==> src/rtl/wdec_pkg.sv <==
package wdec_pkg;

    typedef enum logic [1:0] {
        FMT_LUT4   = 2'd0,
        FMT_INT8   = 2'd1,
        FMT_SPARSE = 2'd2
    } fmt_e;

    localparam int LUT_DEPTH = 16;
    localparam int LUT_AW    = $clog2(LUT_DEPTH);
    localparam int FP_W      = 16;
    localparam int GROUP     = 4;

    function automatic logic [1:0] first_set(input logic [3:0] m);
        logic [1:0] p;
        p = 2'd0;
        for (int i = 3; i >= 0; i--)
            if (m[i]) p = 2'(i);
        return p;
    endfunction

    function automatic logic [1:0] last_set(input logic [3:0] m);
        logic [1:0] p;
        p = 2'd0;
        for (int i = 0; i < 4; i++)
            if (m[i]) p = 2'(i);
        return p;
    endfunction

endpackage

==> src/rtl/wdec_lut.sv <==
module wdec_lut
    import wdec_pkg::*;
(
    input  logic              clk,
    input  logic              rst,
    input  logic              we,
    input  logic [LUT_AW-1:0] waddr,
    input  logic [FP_W-1:0]   wdata,
    input  logic [LUT_AW-1:0] raddr_a,
    input  logic [LUT_AW-1:0] raddr_b,
    output logic [FP_W-1:0]   rdata_a,
    output logic [FP_W-1:0]   rdata_b
);
    logic [FP_W-1:0] tbl [LUT_DEPTH];

    always_ff @(posedge clk) begin
        if (rst) begin
            for (int i = 0; i < LUT_DEPTH; i++) tbl[i] <= '0;
        end else if (we) begin
            tbl[waddr] <= wdata;
        end
    end

    assign rdata_a = tbl[raddr_a];
    assign rdata_b = tbl[raddr_b];
endmodule

==> src/rtl/wdec_qmul.sv <==
module wdec_qmul
    import wdec_pkg::*;
(
    input  logic [7:0]      q,
    input  logic [FP_W-1:0] scale,
    output logic [FP_W-1:0] y
);
    logic        sgn;
    logic [4:0]  es;
    logic [7:0]  mag;
    logic [18:0] prod;
    logic [4:0]  lead;
    logic [2:0]  sh;
    logic [10:0] kept;
    logic [18:0] rem;
    logic [18:0] half;
    logic        up;
    logic [11:0] k2;
    logic [6:0]  ef;

    always_comb begin
        sgn  = q[7] ^ scale[15];
        es   = scale[14:10];
        mag  = q[7] ? (~q + 8'd1) : q;
        prod = 19'(mag) * 19'({1'b1, scale[9:0]});
        lead = 5'd0;
        for (int i = 0; i < 19; i++)
            if (prod[i]) lead = 5'(i);
        sh   = 3'(lead - 5'd10);
        kept = 11'(prod >> sh);
        rem  = prod & ((19'd1 << sh) - 19'd1);
        half = (sh == 3'd0) ? 19'd0 : (19'd1 << (sh - 3'd1));
        up   = (sh != 3'd0) && ((rem > half) || ((rem == half) && kept[0]));
        k2   = {1'b0, kept} + {11'd0, up};
        ef   = 7'(lead) + 7'(es) - 7'd10 + 7'(k2[11]);
        if (mag == 8'd0 || es == 5'd0)
            y = '0;
        else if (es == 5'd31 || ef >= 7'd31)
            y = {sgn, 5'h1F, 10'h0};
        else
            y = {sgn, ef[4:0], k2[11] ? 10'h0 : k2[9:0]};
    end
endmodule

==> src/rtl/wdec_assemble.sv <==
module wdec_assemble
    import wdec_pkg::*;
#(
    parameter int LANES = 4,
    localparam int LW   = $clog2(LANES)
) (
    input  logic                  clk,
    input  logic                  rst,
    input  logic                  clr,
    input  logic [LW-1:0]         clr_base,
    input  logic                  wa_en,
    input  logic [LW-1:0]         wa_idx,
    input  logic [FP_W-1:0]       wa_val,
    input  logic                  wb_en,
    input  logic [LW-1:0]         wb_idx,
    input  logic [FP_W-1:0]       wb_val,
    input  logic                  push,
    input  logic                  out_ready,
    output logic                  full,
    output logic [LANES*FP_W-1:0] out_data
);
    for (genvar g = 0; g < LANES; g++) begin : g_slot
        logic [FP_W-1:0] slot;
        always_ff @(posedge clk) begin
            if (rst)
                slot <= '0;
            else if (wa_en && wa_idx == LW'(g))
                slot <= wa_val;
            else if (wb_en && wb_idx == LW'(g))
                slot <= wb_val;
            else if (clr && (LW'(g) >> 2) == (clr_base >> 2))
                slot <= '0;
        end
        assign out_data[g*FP_W +: FP_W] = slot;
    end

    always_ff @(posedge clk) begin
        if (rst)
            full <= 1'b0;
        else if (push)
            full <= 1'b1;
        else if (full && out_ready)
            full <= 1'b0;
    end
endmodule

==> src/rtl/wdec_fp16_expand.sv <==
module wdec_fp16_expand
    import wdec_pkg::*;
#(
    parameter int LANES   = 4,
    parameter int BLOCK_W = 32
) (
    input  logic                  clk,
    input  logic                  rst,
    input  logic                  mode_valid,
    input  logic [1:0]            mode_sel,
    output logic                  mode_ready,
    input  logic                  lut_valid,
    input  logic [3:0]            lut_addr,
    input  logic [15:0]           lut_data,
    output logic                  lut_ready,
    input  logic                  in_valid,
    input  logic [7:0]            in_byte,
    output logic                  in_ready,
    output logic                  out_valid,
    output logic [LANES*16-1:0]   out_data,
    input  logic                  out_ready
);
    localparam int LW = $clog2(LANES);
    localparam int CW = $clog2(BLOCK_W);

    fmt_e            mode_q;
    logic [CW-1:0]   wcnt;
    logic [2:0]      phase;
    logic [7:0]      hold;
    logic [15:0]     scale_q;
    logic [3:0]      mask_q;
    logic            full;
    logic            boundary;
    logic            acc;
    logic [LW-1:0]   base;
    logic [15:0]     lut_lo, lut_hi, qy;

    logic            clr, wa_en, wb_en, push;
    logic [LW-1:0]   wa_idx, wb_idx;
    logic [15:0]     wa_val, wb_val;
    logic [2:0]      step;
    logic [2:0]      nxt_phase;
    logic [CW:0]     sum;
    logic [CW-1:0]   wcnt_nxt;

    assign boundary   = (wcnt == '0) && (phase == 3'd0);
    assign mode_ready = boundary;
    assign lut_ready  = boundary;
    assign in_ready   = !full && !(boundary && (mode_valid || lut_valid));
    assign acc        = in_valid && in_ready;
    assign base       = wcnt[LW-1:0];
    assign out_valid  = full;

    wdec_lut u_lut (
        .clk(clk), .rst(rst),
        .we(lut_valid && lut_ready), .waddr(lut_addr), .wdata(lut_data),
        .raddr_a(in_byte[3:0]), .raddr_b(in_byte[7:4]),
        .rdata_a(lut_lo), .rdata_b(lut_hi)
    );

    wdec_qmul u_qmul (.q(in_byte), .scale(scale_q), .y(qy));

    always_comb begin
        clr = 1'b0; wa_en = 1'b0; wb_en = 1'b0;
        wa_idx = base; wb_idx = base;
        wa_val = '0; wb_val = '0;
        step = 3'd0; nxt_phase = phase;
        if (acc) begin
            unique case (mode_q)
                FMT_LUT4: begin
                    wa_en = 1'b1; wa_val = lut_lo;
                    wb_en = 1'b1; wb_idx = base + LW'(1); wb_val = lut_hi;
                    step = 3'd2;
                end
                FMT_INT8: begin
                    if (phase == 3'd0) nxt_phase = 3'd1;
                    else if (phase == 3'd1) nxt_phase = 3'd2;
                    else begin
                        wa_en = 1'b1; wa_val = qy; step = 3'd1;
                        if (wcnt == CW'(BLOCK_W - 1)) nxt_phase = 3'd0;
                    end
                end
                FMT_SPARSE: begin
                    unique case (phase)
                        3'd0: begin clr = 1'b1; nxt_phase = 3'd1; end
                        3'd1: nxt_phase = 3'd2;
                        3'd2: begin
                            wa_en = 1'b1; wa_idx = base + LW'(first_set(mask_q));
                            wa_val = {in_byte, hold}; nxt_phase = 3'd3;
                        end
                        3'd3: nxt_phase = 3'd4;
                        default: begin
                            wa_en = 1'b1; wa_idx = base + LW'(last_set(mask_q));
                            wa_val = {in_byte, hold}; step = 3'd4; nxt_phase = 3'd0;
                        end
                    endcase
                end
                default: ;
            endcase
        end
        sum      = {1'b0, wcnt} + (CW+1)'(step);
        wcnt_nxt = (sum == (CW+1)'(BLOCK_W)) ? '0 : sum[CW-1:0];
        push     = (step != 3'd0) && (int'(base) + int'(step) == LANES);
    end

    always_ff @(posedge clk) begin
        if (rst) begin
            mode_q  <= FMT_LUT4;
            wcnt    <= '0;
            phase   <= 3'd0;
            hold    <= '0;
            scale_q <= '0;
            mask_q  <= '0;
        end else begin
            if (mode_valid && mode_ready && mode_sel != 2'd3)
                mode_q <= fmt_e'(mode_sel);
            if (acc) begin
                phase <= nxt_phase;
                wcnt  <= wcnt_nxt;
                hold  <= in_byte;
                if (mode_q == FMT_INT8 && phase == 3'd1)
                    scale_q <= {in_byte, hold};
                if (mode_q == FMT_SPARSE && phase == 3'd0)
                    mask_q <= in_byte[3:0];
            end
        end
    end

    wdec_assemble #(.LANES(LANES)) u_asm (
        .clk(clk), .rst(rst),
        .clr(clr), .clr_base(base),
        .wa_en(wa_en), .wa_idx(wa_idx), .wa_val(wa_val),
        .wb_en(wb_en), .wb_idx(wb_idx), .wb_val(wb_val),
        .push(push), .out_ready(out_ready),
        .full(full), .out_data(out_data)
    );
endmodule

==> config.mk <==
export PLATFORM = sky130hd
export DESIGN_NAME = wdec_fp16_expand
export DESIGN_NICKNAME = d
export VERILOG_FILES = /design/src/rtl/wdec_pkg.sv /design/src/rtl/wdec_lut.sv /design/src/rtl/wdec_qmul.sv /design/src/rtl/wdec_assemble.sv /design/src/rtl/wdec_fp16_expand.sv
export SDC_FILE = /design/constraint.sdc
export NUM_CORES = 1
export LEC_CHECK = 0
export ABC_AREA = 1
export ABC_CLOCK_PERIOD_IN_PS = 10200
export BUFFER_PORTS_ARGS = -buffer_cell sky130_fd_sc_hd__buf_4
export CORE_MARGIN = 4
export CORE_UTILIZATION = 45
export CTS_BUF_LIST = sky130_fd_sc_hd__clkbuf_16
export CTS_CLUSTER_SIZE = 16
export DETAILED_ROUTE_END_ITERATION = 12
export SYNTH_ARGS = -nofsm -noshare
export SYNTH_HDL_FRONTEND = slang
export SYNTH_SLANG_ARGS = --single-unit
==> constraint.sdc <==
create_clock -name clk -period 10.2 [get_ports clk]
set_input_delay 1.02 -clock clk [delete_from_list [all_inputs] [get_ports clk]]
set_output_delay 1.02 -clock clk [all_outputs]
set_load 0.02 [all_outputs]
==> results of run 1 <==
## cells in the mapped netlist, types with 3 or more instances
cell type / count / area (sq um)
a211oi_1: 6 / 45.0
a21oi_1: 294 / 1470
a311oi_1: 6 / 52.6
a31oi_1: 39 / 244
buf_1: 23 / 86.3
buf_2: 4 / 20.0
buf_6: 3 / 33.8
clkbuf_1: 155 / 582
clkinv_1: 4 / 15.0
dfxtp_1: 103 / 2060
edfxtp_1: 256 / 7690
fa_1: 56 / 1120
ha_1: 73 / 913
inv_1: 340 / 1280
inv_2: 8 / 30.0
mux2i_1: 25 / 250
nand2_1: 421 / 1580
nand2_2: 15 / 93.8
nand3_1: 186 / 931
nand3_2: 3 / 30.0
nand4_1: 7 / 43.8
nor2_1: 416 / 1560
nor2_2: 3 / 18.8
nor2_4: 3 / 33.8
nor3_1: 20 / 100
nor4_1: 3 / 18.8
o211ai_1: 65 / 488
o21ai_0: 387 / 1940
o21ai_1: 8 / 40.0
o221ai_1: 12 / 105
o22ai_1: 4 / 25.0
o31ai_1: 3 / 22.5
xnor2_1: 7 / 61.3
xor2_1: 7 / 61.3
## power groups by stage
stage	clock network [mW]	logic (mW)	registers, mW
after floorplan	0	0.885	1.90
after global placement	0	1.53	1.85
after detailed placement	0	1.55	1.85
after CTS	1.46	1.55	1.82
after global routing	1.52	1.75	1.84
final	1.46	1.61	1.82
## layer usage
layer  part of all wire  vias up  GRT usage
met2               0.43     1218      0.443
met3               0.11      205     0.0640
met4              0.040        4      0.103
met1               0.42    10600      0.414
met5            0.00030        -          0
li1                   -    10300          -
## worst min-delay path by stage
stage / start / end / slack, ns / cells past startpoint
after floorplan: hold[4] / hold[4] / 0.45 / 2
after global placement: u_asm.g_slot[3].slot[14] / u_asm.g_slot[3].slot[14] / 0.48 / 2
after detailed placement: u_asm.g_slot[0].slot[14] / u_asm.g_slot[0].slot[14] / 0.48 / 2
after CTS: u_asm.g_slot[0].slot[14] / u_asm.g_slot[0].slot[14] / 0.49 / 2
after global routing: u_asm.g_slot[0].slot[14] / u_asm.g_slot[0].slot[14] / 0.50 / 2
final: u_asm.g_slot[2].slot[13] / u_asm.g_slot[2].slot[13] / 0.49 / 2
## registers in the layout, indices dropped and copies added, names as in the netlist
signal             flops
scale_q               16
wcnt                   5
mask_q                 4
u_asm.g_slot.slot     64
phase                  3
mode_q                 2
u_lut.tbl            256
hold                   8
u_asm.full             1
## cells by family after synthesis
| kind of cell | synth area share |
|---|---|
| compound gates | 0.194 |
| xor+xnor | 0.00735 |
| fa+ha+maj | 0.0872 |
| buf+inv | 0.0894 |
| flops | 0.418 |
| mux | 0.0107 |
| other cells | 0.000161 |
| simple gates | 0.193 |
## through the flow
stage | utilization | total power, mW | worst slack (ns)
finish | 0.522 | 4.89 | 0.492
global route | 0.522 | 5.10 | -0.0358
CTS | 0.517 | 4.83 | 0.0795
detailed placement | 0.492 | 3.39 | -0.481
global placement | 0.492 | 3.37 | -0.442
floorplan | - | 2.78 | 0.0261
## cell type report
| class | instances | area [sq um] | area share |
|---|---|---|---|
| inverters | 353 | 1340 | 0.0501 |
| clock inverters | 34 | 246 | 0.00921 |
| multi-input cells | 2094 | 11800 | 0.440 |
| repair buffers | 231 | 1740 | 0.0651 |
| flip-flops and latches | 359 | 9750 | 0.364 |
| well taps | 680 | 851 | 0.0318 |
| clock buffers | 42 | 1050 | 0.0393 |
| diodes | 1 | 2.50 | 0.0000935 |
## repair_timing
| action | CTS | global route |
|---|---|---|
| buffers inserted | 0 | 2 |
| endpoints found under the hold margin | 0 | 0 |
| endpoints found under the setup margin | 0 | 60 |
| resized for setup | 0 | 58 |
## critical path: cells and delay by family
| family | cells | cell delay, ns |
|---|---|---|
| and+or+nand+nor | 31 | 3.13 |
| xor gates and xnor gates | 1 | 0.21 |
| adders and majority gates | 11 | 3.58 |
| buffers and inverters | 14 | 1.13 |
| AOI/OAI and AO/OA | 6 | 1.16 |
==> flow_metrics.tcl, run 1 <==
set metrics [dict create \
    cts.sinks 359 \
    gp_congestion 0.921 \
    vias_per_cell 5.89 \
    drv_slew 0 \
    worstSetupStartpointType "input port" \
    start_util 0.455 \
    synth_flop_cell "edfxtp_1" \
    ys_types 58 \
    fin_crit_sh 0.952 \
    p_per_area_nw_per_um2 183 \
    slowest_stage "fa_1" \
    grt_pass1_vias 21000 \
    first_pass_iters 6 \
    p_seq_frac 0.373 \
    hold_viol 0 \
    hold_buffers 0 \
    io-pin-count 104 \
    die-area_sq_um 55500 \
    drt-total-wl_um 84300 \
    die_h_um 236 \
    clock_latency_ns 0.59 \
    synth.avg_cell_area_sq_um 7.79 \
    crit_required_ns 10.70 \
    grtUsageTotal 0.292 \
    final_common_cell "nand2_1" \
    p_int_mw 3.02 \
    cts_root_buf "clkbuf_16" \
    p_leak_nw 11.4 \
    stdcell_count 3794 \
    async_flop_share 0 \
    timing.setup.tns_ns 0 \
    grt_pass1_wl_um 128000 \
    num_rows 83 \
    setup_viol 0 \
    wl_per_cell_um 22.2 \
    status "completed" \
    htree_levels 2 \
    finClkSkew_ns 0.0208 \
    drtIter0Drc 2670 \
    fin_crit_ns 9.71 \
    nets 3245 \
    hold_slack_ns 0.487 \
    clk_pin_slew_ns 0.06 \
    drive_above_1_share 0.128 \
    ys_ff_latch 359 \
    fin_area_sq_um 26800 \
    overflow 0 \
    max_clock_freq_mhz 103 \
    route.vias.total 22300 \
    synthesis.area_sq_um 23300 \
    clk_path_buf_depth 3 \
    max_stage_delay_ns 0.52 \
    areaGrowthSynthToFinish_pct 14.8 \
    ys_warn_count 0 \
    rr_endpoint "u_asm.g_slot[1].slot[6]" \
    comb_power_share 0.329 \
    reg2regPathDepth 54 \
    dpl_cell_area_sq_um 25200 \
    cts_tree "done" \
    ys_seq_area_frac 0.418 \
    worstPathMaxFanout 7 \
    reg2reg_slack_ns 1.27 \
    io_buffers 103 \
    layout_common_cells "nand2_1, nor2_1, o21ai_0, inv_1, a21oi_1" \
    timing.critical_path.to "u_asm.g_slot[1].slot[6]" \
    r2r_start "scale_q[5]" \
    cts_made_buffers 41 \
    grt_max_degree 83 \
    drv_cap 0 \
    p_clk_frac 0.298 \
    critPathLaunch "in_byte[1]" \
    placed_cells 3715 \
    endpoint_kind "flop" \
    core_area_sq_um 51300 \
    crit_type "in2reg" \
    synth_cells 2995 \
    hpwl_um 57000 \
    power_switching_mw 1.87 \
    worstMarginPinSlew_ns 1.24 \
    synth-edff-count 256 \
    drc 0 \
    slew_headroom 0.168 \
    p_sw_frac 0.382 \
    die_w_um 236 \
    antenna_found_initial 3 \
    arrival_ns 10.21 \
    max-vdd-ir-drop_uv 107 \
    hold_class "reg2reg" \
    synth_nets 3160 \
    num-fill-cells 4878 \
    ant_nets 0 \
]
(Power assumes the default switching activity.)
==> inputs of run 2 (changes only) <==
BUFFER_PORTS_ARGS = default   (was -buffer_cell sky130_fd_sc_hd__buf_4)
CORE_UTILIZATION = 35   (was 45)
DONT_BUFFER_PORTS = 1   (was default)
==> run 2 against run 1 <==
Compared with the run above: via count down 5.8%; maximum frequency increased by 0.91%; die area rose by 28%; clock power about the same; total power down 4.2%; design area shrank 2.9%; critical endpoint is now u_asm.g_slot[2].slot[7]; largest cell class unchanged; largest power group unchanged.
==> flow_metrics.tcl, run 2 (synthesis gave the netlist of run 1 again) <==
set metrics [dict create \
    slew_headroom 0.0874 \
    critPathLaunch "in_byte[0]" \
    hold_class "reg2reg" \
    antenna_found_initial 0 \
    drtIter0Drc 2183 \
    hold_slack_ns 0.475 \
    multi_input_area_sq_um 11900 \
    num_rows 94 \
    setup_viol 0 \
    crit_type "in2reg" \
    worstMarginPinSlew_ns 1.36 \
    num-fill-cells 6790 \
    drv_slew 0 \
    grtUsageTotal 0.216 \
    crit_required_ns 10.71 \
    cts_root_buf "clkbuf_16" \
    areaGrowthSynthToFinish_pct 11.5 \
    wl_per_cell_um 20.6 \
    hold_buffers 0 \
    cts.sinks 359 \
    p_per_area_nw_per_um2 180 \
    seq_area_sq_um 9750 \
    diodes 0 \
    grt_pass1_vias 20100 \
    gp_congestion 0.915 \
    slowest_stage "fa_1" \
    drt-total-wl_um 79100 \
    layout_common_cells "nor2_1, nand2_1, o21ai_0, inv_1, a21oi_1" \
    start_util 0.354 \
    finClkSkew_ns 0.0248 \
    die_w_um 266 \
    drv_cap 0 \
    htree_levels 2 \
    endpoint_kind "flop" \
    overflow 0 \
    first_pass_iters 6 \
    min_from "hold[4]" \
    die-area_sq_um 70800 \
    grt_pass1_wl_um 120000 \
    core_area_sq_um 65900 \
    status "completed" \
    hold_viol 0 \
    drive_above_1_share 0.0876 \
    cts_tree "done" \
    clk_pin_slew_ns 0.06 \
    largest_reg_flops 256 \
    max-vdd-ir-drop_uv 112 \
    io_buffers 0 \
    critPathBufInv 13 \
    cts_made_buffers 43 \
    clock_latency_ns 0.59 \
    io-pin-count 104 \
    worstPathMaxFanout 239 \
    clk_path_buf_depth 3 \
    reg.largest.list "u_lut.tbl (256), u_asm.g_slot.slot (64), scale_q (16)" \
    hpwl_um 52300 \
    fin_crit_sh 0.943 \
    worstSetupStartpointType "input port" \
    die_h_um 266 \
    regMostFlops "u_lut.tbl" \
    grt_max_degree 240 \
    route.vias.total 21000 \
    crit_top_cell "inv_1" \
    arrival_ns 10.14 \
    fin_area_sq_um 26000 \
    vias_per_cell 5.49 \
    dpl_cell_area_sq_um 24400 \
    ant_nets 0 \
    nets 3101 \
    max_stage_delay_ns 0.59 \
    fin_crit_ns 9.62 \
    p_leak_nw 10.7 \
    r2r_start "scale_q[5]" \
    cp_top_family "simple AND/OR/NAND/NOR gates" \
    max_clock_freq_mhz 104 \
    timing.setup.tns_ns 0 \
    drc 0 \
]
[run 2: changes by cell type in the layout (fill, tap and decap cells not counted), moves of 3 or more]
| cell | previous run | this run |
|---|---|---|
| clkinv_1 | 12 | 6 |
| a21oi_2 | 4 | 23 |
| nand2_2 | 24 | 21 |
| nand3_1 | 182 | 185 |
| o21ai_1 | 9 | 12 |
| clkinv_2 | 9 | 6 |
| inv_2 | 14 | 9 |
| a21oi_1 | 290 | 271 |
| buf_4 | 229 | 84 |
| clkinvlp_4 | 1 | 5 |
| inv_1 | 339 | 351 |
| nand3_2 | 7 | 4 |
| nand2_4 | 4 | 8 |
[run 2: final cells by class]
cell class	count	area share
Inverter	353	0.0517
Multi-Input combinational cell	2094	0.457
Clock buffer	43	0.0414
Sequential cell	359	0.375
Tap cell	864	0.0416
Timing Repair Buffer	85	0.0247
Clock inverter	34	0.00881
[run 2: path summary, 6_finish.rpt]
path / end / slack [ns] / cells past startpoint
setup reg to reg: u_asm.g_slot[2].slot[7] / 1.40 / 56
hold reg to reg: hold[4] / 0.48 / 2
setup / recovery: u_asm.g_slot[2].slot[7] / 0.58 / 63
hold / removal: hold[4] / 0.48 / 2
[run 2: timing repair]
action | CTS | global route
gates resized for setup | 0 | 76
endpoints found under the setup margin | 0 | 56
buffers inserted | 0 | 2
[run 2: where the power goes]
| part | leakage, nW | switching [mW] | internal, mW |
|---|---|---|---|
| logic | 6.55 | 0.946 | 0.374 |
| clock network | 0.676 | 0.641 | 0.797 |
| registers | 3.48 | 0.206 | 1.72 |
[run 2: worst register-to-register path, delay by kind of cell, from the launching register on]
kind | cells | cell delay (ns)
adders and majority gates | 9 | 3.26
and+or+nand+nor | 27 | 3.03
AOI/OAI and AO/OA | 9 | 1.12
buffers and inverters | 10 | 0.85
DFF | 1 | 0.34
xor gates and xnor gates | 1 | 0.12
[run 2: metrics by stage]
stage,utilization,power [mW],cells,worst slack (ns)
global route,0.395,4.91,3832,-0.116
floorplan,-,2.78,2995,0.0261
finish,0.395,4.68,3832,0.579
global placement,0.370,3.18,3753,0.130
detailed placement,0.370,3.19,3753,-0.0307
CTS,0.390,4.62,3830,0.541
[run 2: routing by layer]
metal | up-vias | part of all wire | wire, um | GRT usage
li1 | 9997 | - | - | -
met1 | 10100 | 0.41 | 32700 | 0.285
met2 | 802 | 0.47 | 37300 | 0.357
met3 | 156 | 0.077 | 6080 | 0.0357
met4 | 0 | 0.037 | 2940 | 0.0821
met5 | - | 0 | 0 | 0
